`src/rtl/kbc_pkg.sv`:
```
package kbc_pkg;
  localparam int OBF_BIT = 0;
  localparam int IBF_BIT = 1;
  localparam int CD_BIT  = 3;

  // Bits of the status byte that the local CPU owns
  function automatic logic [31:0] user_mask(input int dw);
    logic [31:0] m;
    m = '0;
    for (int i = 0; i < dw; i++) begin
      if (i != OBF_BIT && i != IBF_BIT && i != CD_BIT) m[i] = 1'b1;
    end
    return m;
  endfunction
endpackage

```
`src/rtl/kbc_flag.sv`:
```
module kbc_flag (
  input  logic clk,
  input  logic rst,
  input  logic set,
  input  logic clr,
  output logic q,
  output logic nxt
);
  // set has priority over clear
  always_comb begin
    if (set)      nxt = 1'b1;
    else if (clr) nxt = 1'b0;
    else          nxt = q;
  end

  always_ff @(posedge clk) begin
    if (rst) q <= 1'b0;
    else     q <= nxt;
  end
endmodule

```
`src/rtl/kbc_buf.sv`:
```
module kbc_buf #(
  parameter int W = 8
) (
  input  logic         clk,
  input  logic         rst,
  input  logic         ld,
  input  logic [W-1:0] d,
  output logic [W-1:0] q
);
  always_ff @(posedge clk) begin
    if (rst)     q <= '0;
    else if (ld) q <= d;
  end
endmodule

```
`src/rtl/kbc_mailbox.sv`:
```
module kbc_mailbox #(
  parameter int DW = 8
) (
  input  logic          clk,
  input  logic          rst,
  input  logic          host_wr,
  input  logic          host_rd,
  input  logic          host_sel,
  input  logic [DW-1:0] host_wdata,
  output logic [DW-1:0] host_rdata,
  output logic          kirq,
  input  logic          kirq_en,
  input  logic          cpu_wr,
  input  logic          cpu_rd,
  input  logic          cpu_sel,
  input  logic [DW-1:0] cpu_wdata,
  output logic [DW-1:0] cpu_rdata,
  output logic          ibf_irq
);
  import kbc_pkg::*;

  localparam logic [DW-1:0] UMASK = DW'(user_mask(DW));

  logic host_dat_rd, cpu_dat_rd, cpu_dat_wr, cpu_stat_wr;
  logic obf_q, obf_nx, ibf_q, ibf_nx;
  logic [0:0] cd_q;
  logic [DW-1:0] ibuf_q, obuf_q, status;

  assign host_dat_rd = host_rd & ~host_sel;
  assign cpu_dat_rd  = cpu_rd  & ~cpu_sel;
  assign cpu_dat_wr  = cpu_wr  & ~cpu_sel;
  assign cpu_stat_wr = cpu_wr  &  cpu_sel;

  kbc_buf #(.W(DW)) u_ibuf (
    .clk(clk), .rst(rst), .ld(host_wr), .d(host_wdata), .q(ibuf_q)
  );

  kbc_buf #(.W(DW)) u_obuf (
    .clk(clk), .rst(rst), .ld(cpu_dat_wr), .d(cpu_wdata), .q(obuf_q)
  );

  kbc_buf #(.W(1)) u_cd (
    .clk(clk), .rst(rst), .ld(host_wr), .d(host_sel), .q(cd_q)
  );

  kbc_flag u_obf (
    .clk(clk), .rst(rst), .set(cpu_dat_wr), .clr(host_dat_rd),
    .q(obf_q), .nxt(obf_nx)
  );

  kbc_flag u_ibf (
    .clk(clk), .rst(rst), .set(host_wr), .clr(cpu_dat_rd),
    .q(ibf_q), .nxt(ibf_nx)
  );

  // Status byte: flags at fixed positions, remaining bits CPU-owned
  for (genvar i = 0; i < DW; i++) begin : g_stat
    if (i == OBF_BIT) begin : g_obf
      assign status[i] = obf_q;
    end else if (i == IBF_BIT) begin : g_ibf
      assign status[i] = ibf_q;
    end else if (i == CD_BIT) begin : g_cd
      assign status[i] = cd_q[0];
    end else begin : g_user
      logic ub_q;
      always_ff @(posedge clk) begin
        if (rst)              ub_q <= 1'b0;
        else if (cpu_stat_wr) ub_q <= cpu_wdata[i] & UMASK[i];
      end
      assign status[i] = ub_q;
    end
  end

  // Registered outputs
  always_ff @(posedge clk) begin
    if (rst) begin
      host_rdata <= '0;
      cpu_rdata  <= '0;
      kirq       <= 1'b0;
      ibf_irq    <= 1'b0;
    end else begin
      if (host_rd) host_rdata <= host_sel ? status : obuf_q;
      if (cpu_rd)  cpu_rdata  <= cpu_sel  ? status : ibuf_q;
      kirq    <= obf_nx & kirq_en;
      ibf_irq <= ibf_nx;
    end
  end
endmodule

```
`config.mk`:
```
export PLATFORM = sky130hd
export DESIGN_NAME = kbc_mailbox
export DESIGN_NICKNAME = d
export VERILOG_FILES = /design/src/rtl/kbc_pkg.sv /design/src/rtl/kbc_flag.sv /design/src/rtl/kbc_buf.sv /design/src/rtl/kbc_mailbox.sv
export SDC_FILE = /design/constraint.sdc
export NUM_CORES = 1
export LEC_CHECK = 0
export BUFFER_PORTS_ARGS = -buffer_cell sky130_fd_sc_hd__buf_4
export CORE_UTILIZATION = 40
export DETAILED_ROUTE_END_ITERATION = 6
export GPL_TIMING_DRIVEN = 0
export PLACE_DENSITY = 0.66
export SYNTH_ARGS = -nofsm -noshare
export SYNTH_HDL_FRONTEND = slang
export SYNTH_SLANG_ARGS = --single-unit
```
`constraint.sdc`:
```
create_clock -name clk -period 0.8 [get_ports clk]
set_clock_uncertainty 0.1 [all_clocks]
set_input_delay 0.04 -clock clk [delete_from_list [all_inputs] [get_ports clk]]
set_output_delay 0.04 -clock clk [all_outputs]
set_load 0.05 [all_outputs]
```
; ---- Word level (Yosys, flattened, before mapping)
; Cells that the tools add are included.
[word_totals]
regBits = 41
out_inout_bits = 18
[op_classes]
mux = 6
bitwise_logic = 7
n_reduce_logical = 1
[op_table]
columns = operator, count
row1 = $mux W8, 2
row2 = $and A1 B1 Y1, 5
row3 = $mux W1, 4
row4 = $not A1 Y1, 2
row5 = $reduce_bool A2 Y1, 1

; ---- Longest topological paths before layout
[depth]
word_depth = 5
mapped_depth = 5
mapped_depth_nobuf = 3

; ---- Cells and area by module
; Synthesis repeated with hierarchy kept, for this count alone.
[hier_totals]
hier_cells = 167
area_unflattened_um2 = 1697.9
[modules_own_cells]
columns = mod, instances, cells_each, area_each_um2, seq_area_each_um2
row1 = kbc_mailbox, 1, 102, 993.5, 460.4
row2 = kbc_buf at u_ibuf ..., 2, 26, 285.3, 160.2
row3 = kbc_flag, 2, 5, 50.0, 20.0
row4 = kbc_buf at u_cd, 1, 3, 33.8, 20.0

; ---- Worst setup path before layout
; OpenSTA, ideal clock, no wires.
[synth_path]
path_type = register -> register
startpoint = register, netlist name ibf_irq
endpoint = register cpu_rdata[1]
setup_time_ns = 0.086
arrival_time_ns = 0.996
t_required_ns = 0.614
setup_slack_ns = -0.382
stages_incl_launch_ff = 3
path_cell_list = dfxtp_1 mux2i_1 a211oi_1
[synth_lines]
columns = element, line
row1 = to (signal assigned), kbc_mailbox.sv:83  ; if (cpu_rd) cpu_rdata <= cpu_sel ? status : ibuf_q;
row2 = to (decl), kbc_mailbox.sv:17  ; output logic [DW-1:0] cpu_rdata,

; ---- Worst setup path after layout
[layout_path]
startpoint = register ibf_irq
endpoint = output ibf_irq
[layout_lines]
columns = element, line
row1 = from (decl), kbc_mailbox.sv:18  ; output logic ibf_irq
row2 = from (signal assigned), kbc_mailbox.sv:85  ; ibf_irq <= ibf_nx;
; No word-level cell between the ends.

==> results.toml <==
[detailed_routing]
final_antenna_net_count = 0
dr_total_vias = 1387
detailed_route_drc_error_count = 0
iteration_count_of_the_initial_detailed_routing_pass = 4
routed_via_density = 4.989
drtIter0Drc = 61
wl_um = 3768
wire_per_inst_um = 13.55

[cells_and_area]
finalNetCount = 254
layout_cells_sized_above_1_pct = 39.57
synthToLayoutAreaGrowth_pct = 50.81
antenna-diode-count = 0
post_layout_nonfiller_instances = 278

[clock_network]
master_cell_of_the_clock_root_buffer = "sky130_fd_sc_hd__clkbuf_8"
numCtsBuffers = 5
h-tree-depth = 2
tritoncts = "yes"
cts.sinks = 41
worst_skew_pair.late_latency_ps = 290
postCtsHoldBufs = 15
buffers_from_clock_root_to_sink_at_most = 2
clk_transition_reported_paths_ps = 70

[flow_run]
timing.max_cap.violations = 0

[synth]
synth.area.top_cells = "sky130_fd_sc_hd__dfxtp_1 51%, sky130_fd_sc_hd__mux2i_1 15%, sky130_fd_sc_hd__a211oi_1 7.4%, sky130_fd_sc_hd__nor2_1 6.2%, sky130_fd_sc_hd__nand2_1 5.1%"
synth_top_cell_by_area = "sky130_fd_sc_hd__dfxtp_1"
mapped_nets = 196
synth-seq-area-share_pct = 50.50
yosysWarningCount = 0
synth_cell_types = 16
syn-instance-count = 171
synth_largest_type_area_fraction_pct = 50.50
post_synth_instance_area_mm2 = 0.001625
synth.avg_cell_area_um2 = 9.505
synth-seq-cells = 41

[grt]
number_of_global_route_vias_before_repair = 1386
grt_max_degree = 12
wire_length_of_the_first_global_routing_pass_um = 6265
grt_use_total_pct = 19.71
global_route_congestion_overflow_total = 0
grt_antenna_before_repair = 0

[setup_path]
worstPathCellList = "buf_8"
timing.critical_path.slowest_cell_delay_ps = 370
critical_path_required_ps = 660
number_of_cells_on_the_worst_reg_to_reg_path = 3
ff2ff_setup_slack_ps = -120
critical_path_capture_point_type = "output port"
worst-path-buf-inv = 1
reg2reg_from = "ibf_irq$_SDFFE_PP0P_"
reg2reg_to = "host_rdata[1]$_SDFFE_PP0P_"
crit_path_max_fanout = 4
kind_of_launch_point_of_the_worst_setup_path = "register"
timing.setup.critical_path_class = "register to output port"
timing.critical_path.arrival_ps = 800
kind_of_cell_with_the_highest_combined_delay_on_the_critical_path = "flip-flops"
crit_path_top_delay_cell = "sky130_fd_sc_hd__dfxtp_4"

[power_and_ir_drop]
report.power.total_w = 0.004395
pwr-share-seq_pct = 50.8
max-vdd-ir-drop_mv = 1.068
p_int_w = 0.003190
clkPwrFrac_pct = 29.0
total_switching_power_w = 0.001205
switching_share_pct = 27.43
power.combinational.fraction_pct = 20.3
p_per_area_mw_per_mm2 = 1793
p_leak_nw = 1.045

[place]
globalplace.congestion = 0.8212
port_buffers = 36
placed_cells_incl_taps = 255
place_hpwl_um = 2676

[die]
placement_rows = 22
floorplan.die_area_mm2 = 0.004322
die_width_um = 65.75
start_util_pct = 43.10
top_level_ports = 43
core_area_mm2 = 0.003771
die_h_um = 65.75

[timing]
final.period_utilization_pct = 118.0
finalCriticalPeriod_ps = 944.0
worst_pin_slew_ps = 479.3
final_setup_tns_ps = -2454
timing.slew.headroom_pct = 68.05
rsz0062_at_grt = "yes"
timing.fmax_mhz = 1059
finalWorstSetupSlack_ps = -144.0
finalHoldViolations = 12
fin_hold_ws_ps = -101.3
maxSlewViolCount = 0
setup_viol = 27

[min_path]
hold-path-cell-count = 3
timing.hold.worst_endpoint = "u_ibuf.q[0]$_SDFFE_PP0P_"
timing.hold.worst.start = "host_wdata[0]"
hold_path.class = "primary input to register"

[status]
run_status = "finished, violations left"
failed_checks = "hold timing, setup timing"
what timing repair did:
item,4_1_cts,5_1_grt
endpoints found under the setup margin,34,45
gates resized for setup,44,17
hold endpoints to repair,29,9
pin swaps,14,5
setup buffers,1,0
cell type report:
class,instances,area (µm²)
tap,48,60.06
timing repair buffer,51,568.0
buffer,15,106.4
sequential,41,900.9
fill,305,1320
multi-input combinational,115,735.7
clock buffer,8,80.08
per-stage QoR:
step	instance area, µm²	utilization [%]	worst slack [ps]
final	2451	65.00	-144.0
after detailed placement	2019	53.55	-153.0
after floorplan	1689	-	-81.35
after global placement	2019	53.55	-133.7
after CTS	2404	63.74	-154.6
after global routing	2451	65.00	-168.5
sequential cells by signal, summed over array words and instances (netlist names):
register,cells
u_ibuf.q,8
ibf_irq,1
u_obuf.q,8
g_stat.g_user.ub_q,5
cpu_rdata,8
u_cd.q,1
host_rdata,8
kirq,1
u_obf.q,1
kinds of logic (layout without fill, tap and decap cells):
group	count (synthesis)	after routing	share of synthesized area (%)
compound gates	31	31	12.24
simple gates	59	59	15.32
flops	41	41	50.50
mux	25	25	15.40
buf+inv	15	74	6.543
how the worst max path moves through the flow:
stage                              start                         end  slack [ps]  depth (start not counted)
detailed placement                   rst  host_rdata[6]$_SDFFE_PP0P_        -150                          3
global route        ibf_irq$_SDFFE_PP0P_                     ibf_irq        -170                          1
global placement                     rst  host_rdata[6]$_SDFFE_PP0P_        -130                          3
floorplan           ibf_irq$_SDFFE_PP0P_   cpu_rdata[1]$_SDFFE_PP0P_         -80                          2
CTS                 ibf_irq$_SDFFE_PP0P_                     ibf_irq        -150                          1
finish              ibf_irq$_SDFFE_PP0P_                     ibf_irq        -140                          1
per-layer routing:
metal | up-vias | part of all wire, % | global-route usage (%)
li1 | 697 | - | -
met4 | 0 | 1.6 | 9.783
met3 | 8 | 4.3 | 4.340
met5 | - | 0 | 0
met1 | 647 | 43 | 23.87
met2 | 35 | 51 | 32.53
cell usage in the layout (no fill, tap or decap), types with 4 or more instances in the layout:
| cell type | synthesis | routed |
|---|---|---|
| sky130_fd_sc_hd__dfxtp_1 | 41 | 13 |
| sky130_fd_sc_hd__buf_8 | 0 | 18 |
| sky130_fd_sc_hd__mux2i_1 | 25 | 24 |
| sky130_fd_sc_hd__dfxtp_2 | 0 | 10 |
| sky130_fd_sc_hd__a21oi_1 | 14 | 13 |
| sky130_fd_sc_hd__buf_4 | 3 | 21 |
| sky130_fd_sc_hd__dlymetal6s4s_1 | 0 | 5 |
| sky130_fd_sc_hd__dlygate4sd3_1 | 0 | 10 |
| sky130_fd_sc_hd__buf_2 | 6 | 6 |
| sky130_fd_sc_hd__clkbuf_8 | 0 | 5 |
| sky130_fd_sc_hd__nand3_1 | 5 | 4 |
| sky130_fd_sc_hd__dfxtp_4 | 0 | 18 |
| sky130_fd_sc_hd__nand2_1 | 22 | 21 |
| sky130_fd_sc_hd__clkbuf_1 | 3 | 6 |
| sky130_fd_sc_hd__nor2_1 | 27 | 27 |
| sky130_fd_sc_hd__a211oi_1 | 16 | 13 |
cells in the mapped netlist:
| cell type | count |
|---|---|
| sky130_fd_sc_hd__mux2i_1 | 25 |
| sky130_fd_sc_hd__nor3b_2 | 1 |
| sky130_fd_sc_hd__buf_2 | 6 |
| sky130_fd_sc_hd__nand3_1 | 5 |
| sky130_fd_sc_hd__a21oi_1 | 14 |
| sky130_fd_sc_hd__a21oi_2 | 1 |
| sky130_fd_sc_hd__nand2_1 | 22 |
| sky130_fd_sc_hd__clkbuf_1 | 3 |
| sky130_fd_sc_hd__buf_4 | 3 |
| sky130_fd_sc_hd__nor2_1 | 27 |
| sky130_fd_sc_hd__nor2b_2 | 1 |
| sky130_fd_sc_hd__dfxtp_1 | 41 |
| sky130_fd_sc_hd__a211oi_1 | 16 |
| sky130_fd_sc_hd__buf_6 | 2 |
| sky130_fd_sc_hd__nand2b_1 | 3 |
| sky130_fd_sc_hd__buf_12 | 1 |
power groups by stage:
| stage | clock [W] | combinational, W | sequential, W |
|---|---|---|---|
| 6_report | 0.00127 | 0.000891 | 0.00223 |
| 5_1_grt | 0.00139 | 0.000958 | 0.00224 |
| 4_1_cts | 0.00131 | 0.000874 | 0.00223 |
| 3_5_place_dp | 0 | 0.000732 | 0.00225 |
| 3_3_place_gp | 0 | 0.000717 | 0.00225 |
| 2_1_floorplan | 0 | 0.000310 | 0.00243 |
(Power assumes the default switching activity.)
